$ cat config.mk
export PLATFORM = sky130hd
export DESIGN_NAME = lpc_mem_target
export DESIGN_NICKNAME = d
export VERILOG_FILES = /design/src/rtl/lpc_tgt_pkg.sv /design/src/rtl/lpc_win_decode.sv /design/src/rtl/lpc_cycle_fsm.sv /design/src/rtl/lpc_lad_drive.sv /design/src/rtl/lpc_mem_target.sv
export SDC_FILE = /design/constraint.sdc
export NUM_CORES = 1
export LEC_CHECK = 0
export CORE_MARGIN = 1.5
export CORE_UTILIZATION = 51
export DETAILED_ROUTE_END_ITERATION = 6
export GPL_ROUTABILITY_DRIVEN = 1
export PLACE_DENSITY = 0.78
export REMOVE_ABC_BUFFERS = 1
export SLEW_MARGIN = 20
export SYNTH_ARGS = -nofsm -noshare
export SYNTH_HDL_FRONTEND = slang
export SYNTH_SLANG_ARGS = --single-unit
$ cat constraint.sdc
create_clock -name clk -period 1.77 [get_ports clk]
set_input_delay 0.177 -clock clk [delete_from_list [all_inputs] [get_ports clk]]
set_output_delay 0.177 -clock clk [all_outputs]
set_load 0.1 [all_outputs]
$ cat src/rtl/lpc_tgt_pkg.sv
package lpc_tgt_pkg;
   typedef enum logic [3:0] {
      ST_IDLE, ST_CTYPE, ST_ADDR, ST_WD0, ST_WD1, ST_HTAR0, ST_HTAR1,
      ST_SYNC, ST_RD0, ST_RD1, ST_TTAR0, ST_TTAR1
   } lpc_state_e;

   localparam logic [3:0] NIB_START = 4'h0;
   localparam logic [3:0] NIB_READY = 4'h0;
   localparam logic [3:0] NIB_ONES  = 4'hF;
endpackage

$ cat src/rtl/lpc_win_decode.sv
module lpc_win_decode #(
   parameter int ADDR_W    = 32,
   parameter int MEM_AW    = 19,
   parameter int ID_W      = 3,
   parameter bit GPI_EN    = 1'b1,
   parameter int GPI_OFS_W = 16,
   parameter logic [GPI_OFS_W-1:0] GPI_OFS = 16'hE100
) (
   input  logic [ADDR_W-MEM_AW-1:0] addr_hi,
   input  logic [GPI_OFS_W-1:0]     addr_lo,
   input  logic [ID_W-1:0]          id_strap,
   output logic                     arr_hit,
   output logic                     gpi_hit
);
   localparam int HI_W = ADDR_W - MEM_AW - ID_W;

   if (HI_W < 2) begin : g_bad_hi
      $error("window decode needs at least two fixed upper bits");
   end

   logic [ID_W-1:0] win_sel;
   logic            top_ones;
   assign win_sel  = addr_hi[ID_W-1:0];
   assign top_ones = &addr_hi[ADDR_W-MEM_AW-1 -: HI_W-1];

   assign arr_hit = top_ones && addr_hi[ID_W+HI_W-HI_W +: 1] == 1'b1
                    && addr_hi[ID_W] && (win_sel == ~id_strap);

   if (GPI_EN) begin : g_gpi
      assign gpi_hit = top_ones && !addr_hi[ID_W] && (win_sel == ~id_strap)
                       && (addr_lo == GPI_OFS);
   end else begin : g_no_gpi
      assign gpi_hit = 1'b0;
   end
endmodule

$ cat src/rtl/lpc_cycle_fsm.sv
module lpc_cycle_fsm
   import lpc_tgt_pkg::*;
#(
   parameter int ADDR_W = 32,
   parameter int DATA_W = 8
) (
   input  logic              clk,
   input  logic              rst_n,
   input  logic              frame_n,
   input  logic [3:0]        lad_in,
   input  logic              arr_hit,
   input  logic              gpi_hit,
   output lpc_state_e        state,
   output logic              is_wr,
   output logic [ADDR_W-1:0] addr,
   output logic [DATA_W-1:0] wdata
);
   localparam int NIBBLES = ADDR_W / 4;
   localparam int CNT_W   = $clog2(NIBBLES);

   logic [CNT_W-1:0] cnt;

   always_ff @(posedge clk or negedge rst_n) begin
      if (!rst_n) begin
         state <= ST_IDLE;
         is_wr <= 1'b0;
         cnt   <= '0;
         addr  <= '0;
         wdata <= '0;
      end else if (!frame_n) begin
         state <= (lad_in == NIB_START) ? ST_CTYPE : ST_IDLE;
      end else begin
         unique case (state)
            ST_IDLE: state <= ST_IDLE;
            ST_CTYPE: begin
               cnt <= '0;
               if (lad_in[3:2] == 2'b01) begin
                  is_wr <= lad_in[1];
                  state <= ST_ADDR;
               end else begin
                  state <= ST_IDLE;
               end
            end
            ST_ADDR: begin
               addr <= {addr[ADDR_W-5:0], lad_in};
               cnt  <= cnt + 1'b1;
               if (cnt == CNT_W'(NIBBLES - 1))
                  state <= is_wr ? ST_WD0 : ST_HTAR0;
            end
            ST_WD0: begin
               wdata[3:0] <= lad_in;
               state      <= ST_WD1;
            end
            ST_WD1: begin
               wdata[7:4] <= lad_in;
               state      <= ST_HTAR0;
            end
            ST_HTAR0: state <= (arr_hit || gpi_hit) ? ST_HTAR1 : ST_IDLE;
            ST_HTAR1: state <= ST_SYNC;
            ST_SYNC:  state <= is_wr ? ST_TTAR0 : ST_RD0;
            ST_RD0:   state <= ST_RD1;
            ST_RD1:   state <= ST_TTAR0;
            ST_TTAR0: state <= ST_TTAR1;
            ST_TTAR1: state <= ST_IDLE;
            default:  state <= ST_IDLE;
         endcase
      end
   end
endmodule

$ cat src/rtl/lpc_lad_drive.sv
module lpc_lad_drive
   import lpc_tgt_pkg::*;
#(
   parameter int GPI_W  = 5,
   parameter int DATA_W = 8
) (
   input  logic              clk,
   input  logic              rst_n,
   input  lpc_state_e        state,
   input  logic              is_wr,
   input  logic              arr_hit,
   input  logic              gpi_hit,
   input  logic [DATA_W-1:0] mem_rdata,
   input  logic [GPI_W-1:0]  gpi_pins,
   output logic [3:0]        lad_out,
   output logic              lad_oe,
   output logic              mem_rd,
   output logic              mem_wr
);
   logic [GPI_W-1:0]  gpi_q;
   logic [DATA_W-1:0] rbuf;

   always_ff @(posedge clk or negedge rst_n) begin
      if (!rst_n) begin
         gpi_q <= '0;
         rbuf  <= '0;
      end else begin
         gpi_q <= gpi_pins;
         if (state == ST_HTAR1)
            rbuf <= gpi_hit ? DATA_W'(gpi_q) : mem_rdata;
      end
   end

   always_comb begin
      lad_oe  = 1'b0;
      lad_out = NIB_ONES;
      unique case (state)
         ST_SYNC:  begin lad_oe = 1'b1; lad_out = NIB_READY;  end
         ST_RD0:   begin lad_oe = 1'b1; lad_out = rbuf[3:0];  end
         ST_RD1:   begin lad_oe = 1'b1; lad_out = rbuf[7:4];  end
         ST_TTAR0: begin lad_oe = 1'b1; lad_out = NIB_ONES;   end
         default:  ;
      endcase
   end

   assign mem_rd = (state == ST_HTAR0) && !is_wr && arr_hit;
   assign mem_wr = (state == ST_SYNC) && is_wr && arr_hit;
endmodule

$ cat src/rtl/lpc_mem_target.sv
module lpc_mem_target
   import lpc_tgt_pkg::*;
#(
   parameter int ADDR_W = 32,
   parameter int MEM_AW = 19,
   parameter int ID_W   = 3,
   parameter int GPI_W  = 5,
   parameter int DATA_W = 8,
   parameter bit GPI_EN = 1'b1
) (
   input  logic              clk,
   input  logic              rst_n,
   input  logic              frame_n,
   input  logic [3:0]        lad_in,
   output logic [3:0]        lad_out,
   output logic              lad_oe,
   input  logic [ID_W-1:0]   id_strap,
   input  logic [GPI_W-1:0]  gpi_pins,
   output logic [MEM_AW-1:0] mem_addr,
   output logic              mem_rd,
   input  logic [DATA_W-1:0] mem_rdata,
   output logic              mem_wr,
   output logic [DATA_W-1:0] mem_wdata
);
   localparam int OFS_W = 16;

   if (ADDR_W % 4 != 0) begin : g_bad_aw
      $error("address width must be a whole number of nibbles");
   end
   if (DATA_W != 8) begin : g_bad_dw
      $error("data phase carries exactly two nibbles");
   end
   if (GPI_W > DATA_W) begin : g_bad_gpi
      $error("input register wider than the data byte");
   end
   if (MEM_AW < OFS_W) begin : g_bad_mem
      $error("register offset must lie inside the window offset");
   end

   lpc_state_e        state;
   logic              is_wr, arr_hit, gpi_hit;
   logic [ADDR_W-1:0] addr;

   lpc_cycle_fsm #(.ADDR_W(ADDR_W), .DATA_W(DATA_W)) u_fsm (
      .clk(clk), .rst_n(rst_n), .frame_n(frame_n), .lad_in(lad_in),
      .arr_hit(arr_hit), .gpi_hit(gpi_hit), .state(state), .is_wr(is_wr),
      .addr(addr), .wdata(mem_wdata)
   );

   lpc_win_decode #(
      .ADDR_W(ADDR_W), .MEM_AW(MEM_AW), .ID_W(ID_W), .GPI_EN(GPI_EN),
      .GPI_OFS_W(OFS_W), .GPI_OFS(16'hE100)
   ) u_dec (
      .addr_hi(addr[ADDR_W-1:MEM_AW]), .addr_lo(addr[OFS_W-1:0]),
      .id_strap(id_strap), .arr_hit(arr_hit), .gpi_hit(gpi_hit)
   );

   lpc_lad_drive #(.GPI_W(GPI_W), .DATA_W(DATA_W)) u_drv (
      .clk(clk), .rst_n(rst_n), .state(state), .is_wr(is_wr),
      .arr_hit(arr_hit), .gpi_hit(gpi_hit), .mem_rdata(mem_rdata),
      .gpi_pins(gpi_pins), .lad_out(lad_out), .lad_oe(lad_oe),
      .mem_rd(mem_rd), .mem_wr(mem_wr)
   );

   assign mem_addr = addr[MEM_AW-1:0];
endmodule

==> metrics.md <==
| Metric | Value |
|---|---|
| Slowest CP cell | `dfrtp_1` |
| Fin nets | `about 360` |
| Fraction of the cycle the final worst path needs | `125.6%` |
| R2R depth | `7` |
| Setup violations, final | `15` |
| Vias in the first global route | `2,228` |
| Placed insts | `roughly 380` |
| Die area | `6112 sq um` |
| Worst Path Buf+Inv | `2` |
| Req. time, crit path | `approximately 1.6 ns` |
| Reg-to-reg startpoint | `u_fsm.addr[21]` |
| Global-route wire length before repair | `11.05 mm` |
| # IOs | `57` |
| DRT antenna net count | `0` |
| Final worst slack | `-0.4532 ns` |
| Yosys Warn Count | `0` |
| Vias | `between 2,000 and 2,500` |
| Largest net degree at the start of global routing | `25` |
| Residual DRC | `0` |
| Rows | `27` |
| H-tree levels | `3` |
| Starting Density | `a little over half` |
| Min cycle time layout | `approximately 2.2 ns` |
| Slew HR | `between 60 and 70%` |
| Avg Cell Area, Syn | `roughly 12 sq um` |
| Share of cells above drive strength 1 | `around 50%` |
| DP Worst Slack | `-0.4729 ns` |
| Hold Path End | `u_drv.gpi_q[3]` |
| Synth Cell Area | `2883 sq um` |
| Failing checks | `negative setup slack` |
| CTS buffer count | `9` |
| Final hold viol count | `0` |
| Clk_lat worst skew | `0.35 ns` |
| DP Wirelength | `~4.5 mm` |
| Synthesis-to-finish area growth | `45.96%` |
| Fin. max-slew vios | `0` |
| Final non-filler cell total | `between 400 and 500` |
| Initial antenna violation count | `0` |
| Outcome | `finished, violations left` |
| Core ar. | `between 5000 and 6000 sq um` |
| Hold Path Depth | `1` |
| Worst Setup End Kind | `primary output` |
| DR pass1 iterations | `4` |
| Worst-path maximum fanout | `2` |
| Die width | `~80 um` |
| Routability cong. | `between 0.7 and 0.8` |
| DR vias/cell | `~5.3` |
| Fill count | `roughly 340` |
| I/O Buffers | `56` |
| ANT cells | `0` |
| Critical Path, Cell by Cell | `xnor2_2 > or3_4 > nor4_4 > nand2_2 > nor3_2 > buf_4 > buf_12` |
| RSZ-0062 raised after global routing | `true` |
| F_max | `449.8 MHz` |
| Seq cells post-synth | `61` |
| Clock sinks | `61` |
| Routed WL per cell | `between 15 and 20 um` |
| Synth cell types | `35` |
| Die H | `between 70 and 80 um` |
| Worst r2r dst | `u_drv.rbuf[4]` |
| CTS tree | `built` |
| VDD IR-drop max | `0.7012 mV` |
| Worst path top cell family by delay | `simple AND/OR/NAND/NOR gates` |
| Worst-margin pin slew | `between 0.5 and 0.6 ns` |
| CP max stage delay | `about 0.41 ns` |
| Hold Crit Class | `in -> reg` |
| Grt ovf | `0` |
| Clock Skew | `0.01375 ns` |
| Post-synthesis sequential area ratio | `between 50% and 60%` |
| FF-to-FF setup slack | `-0.07 ns` |
| Worst setup SP type | `flop` |
| Total GRT Usage | `23.98%` |
| HP Start | `gpi_pins[3]` |
| Power Density | `749.9 nW/um^2` |
| Critical path arrival | `2.05 ns` |
| MaxCap Viol Count | `0` |
| Final Util | `approximately three quarters` |
| TNS Setup | `-1.495 ns` |
| Mapped Cells | `around 250` |
| Clk slew on worst S/H paths | `~0.070 ns` |
| Leak | `around 2.0 nW` |
| Setup CP Type | `reg -> out` |
| Final wirelength | `about 7.3 mm` |
| Initial DRC count | `between 150 and 200` |
| Final Total Pwr | `around 0.0032 W` |
| Clock root cell | `clkbuf_8` |
| Clock tree buffer depth | `2` |
-- state kept, by name, indices dropped and copies added, names as in the netlist --
name	cells
u_fsm.cnt	3
u_fsm.wdata	8
u_drv.rbuf	8
u_fsm.addr	32
u_fsm.state	4
u_drv.gpi_q	5
u_fsm.is_wr	1
-- kinds of logic after synthesis --
family,count (synthesis),synth area share (%)
adder cells (fa/ha/maj),2,0.8679
buffers and inverters,28,6.337
AO/OA/AOI/OAI,34,6.294
flip-flops,61,52.95
XOR/XNOR,3,0.9116
AND/OR/NAND/NOR,70,13.80
multiplexers,49,18.84
-- cell usage in the layout (no fill, tap or decap), types with 3 or more instances in the layout --
cell	count
a21oi_1	9
a21oi_2	6
a31oi_1	3
buf_12	10
buf_4	66
buf_6	6
bufinv_16	3
clkbuf_8	12
clkdlybuf4s50_1	21
dfrtp_1	59
mux2_2	41
mux2i_1	7
nand2_1	14
nand3_1	6
nor2_1	16
nor2b_1	6
o21ai_0	10
o21ai_4	3
-- power breakdown --
group,total [W],internal [W],switching [W],leakage [nW]
Combinational,0.000143,0.0000753,0.0000682,1.12
Sequential,0.00142,0.00141,0.00000929,0.785
Clock,0.00160,0.00105,0.000545,0.130
-- routing by layer --
metal	GRT usage [%]	wire, um	vias up
met3	6.163	245	15
met2	40.09	3822	50
li1	-	-	1034
met4	11.43	159	0
met1	28.94	3090	1102
met5	0	0	-
-- area by class of cell --
cell class / count / area [sq um] / area share, %
clock buffers: 13 / 168.9 / 4.014
inverters: 1 / 3.754 / 0.08921
multi-input cells: 158 / 1338 / 31.79
well taps: 72 / 90.09 / 2.141
flip-flops and latches: 61 / 1529 / 36.34
repair buffers: 105 / 988.4 / 23.49
clock inverters: 3 / 90.09 / 2.141
-- worst max-delay path by stage --
stage	from	depth (start not counted)	slack [ns]	end
after global routing	u_fsm.addr[29]	7	-0.58	mem_rd
after CTS	u_fsm.addr[21]	7	-0.49	mem_rd
after floorplan	u_fsm.addr[21]	5	-1.74	mem_rd
final	u_fsm.addr[21]	7	-0.45	mem_rd
after global placement	id_strap[2]	8	-0.45	mem_wr
after detailed placement	id_strap[2]	8	-0.47	mem_rd
-- worst reg2reg max path: stages, from the launching register on --
cell	delay, ns
dfrtp_1	0.41
xnor2_2	0.16
buf_4	0.13
nor4_1	0.32
buf_4	0.18
nand4_4	0.20
mux2i_1	0.23
a21oi_1	0.09
-- cell usage after synthesis (all sizes together) --
master | count | area (sq um)
a2111oi | 1 | 8.760
a21oi | 15 | 75.07
a31oi | 3 | 18.77
and2 | 1 | 6.260
and2b | 1 | 7.510
and3 | 1 | 6.260
and3b | 1 | 8.760
and4 | 1 | 8.760
buf | 25 | 171.4
clkbuf | 2 | 7.510
dfrtp | 61 | 1526
ha | 2 | 25.02
inv | 1 | 3.750
mux2 | 42 | 473.0
mux2i | 7 | 70.07
nand2 | 18 | 67.56
nand2b | 3 | 18.77
nand3 | 6 | 30.03
nand4 | 2 | 27.53
nor2 | 17 | 63.81
nor2b | 7 | 43.79
nor3 | 5 | 36.29
nor3b | 1 | 18.77
nor4 | 2 | 18.77
nor4b | 2 | 17.52
o2111ai | 1 | 8.760
o21ai | 14 | 70.07
or3 | 1 | 6.260
or4 | 1 | 11.26
xnor2 | 3 | 26.28
-- through the flow --
step           cell area [sq um]  hold WS (ns)
4_1_cts                     4003        0.2613
3_3_place_gp                3622        0.1732
5_1_grt                     4208        0.2592
3_5_place_dp                3622        0.1818
2_1_floorplan               2704       -0.1186
6_report                    4208        0.2681
-- repair_timing --
action | 4_1_cts | 5_1_grt
gates resized for setup | 27 | 20
buffers inserted | 3 | 15
hold endpoints to repair | 22 | 0
hold buffers | 1 | 0
cloned | 0 | 0
endpoints found under the setup margin | 9 | 14
pin swaps | 10 | 5
No activity file was read; power rests on OpenSTA's default activity.
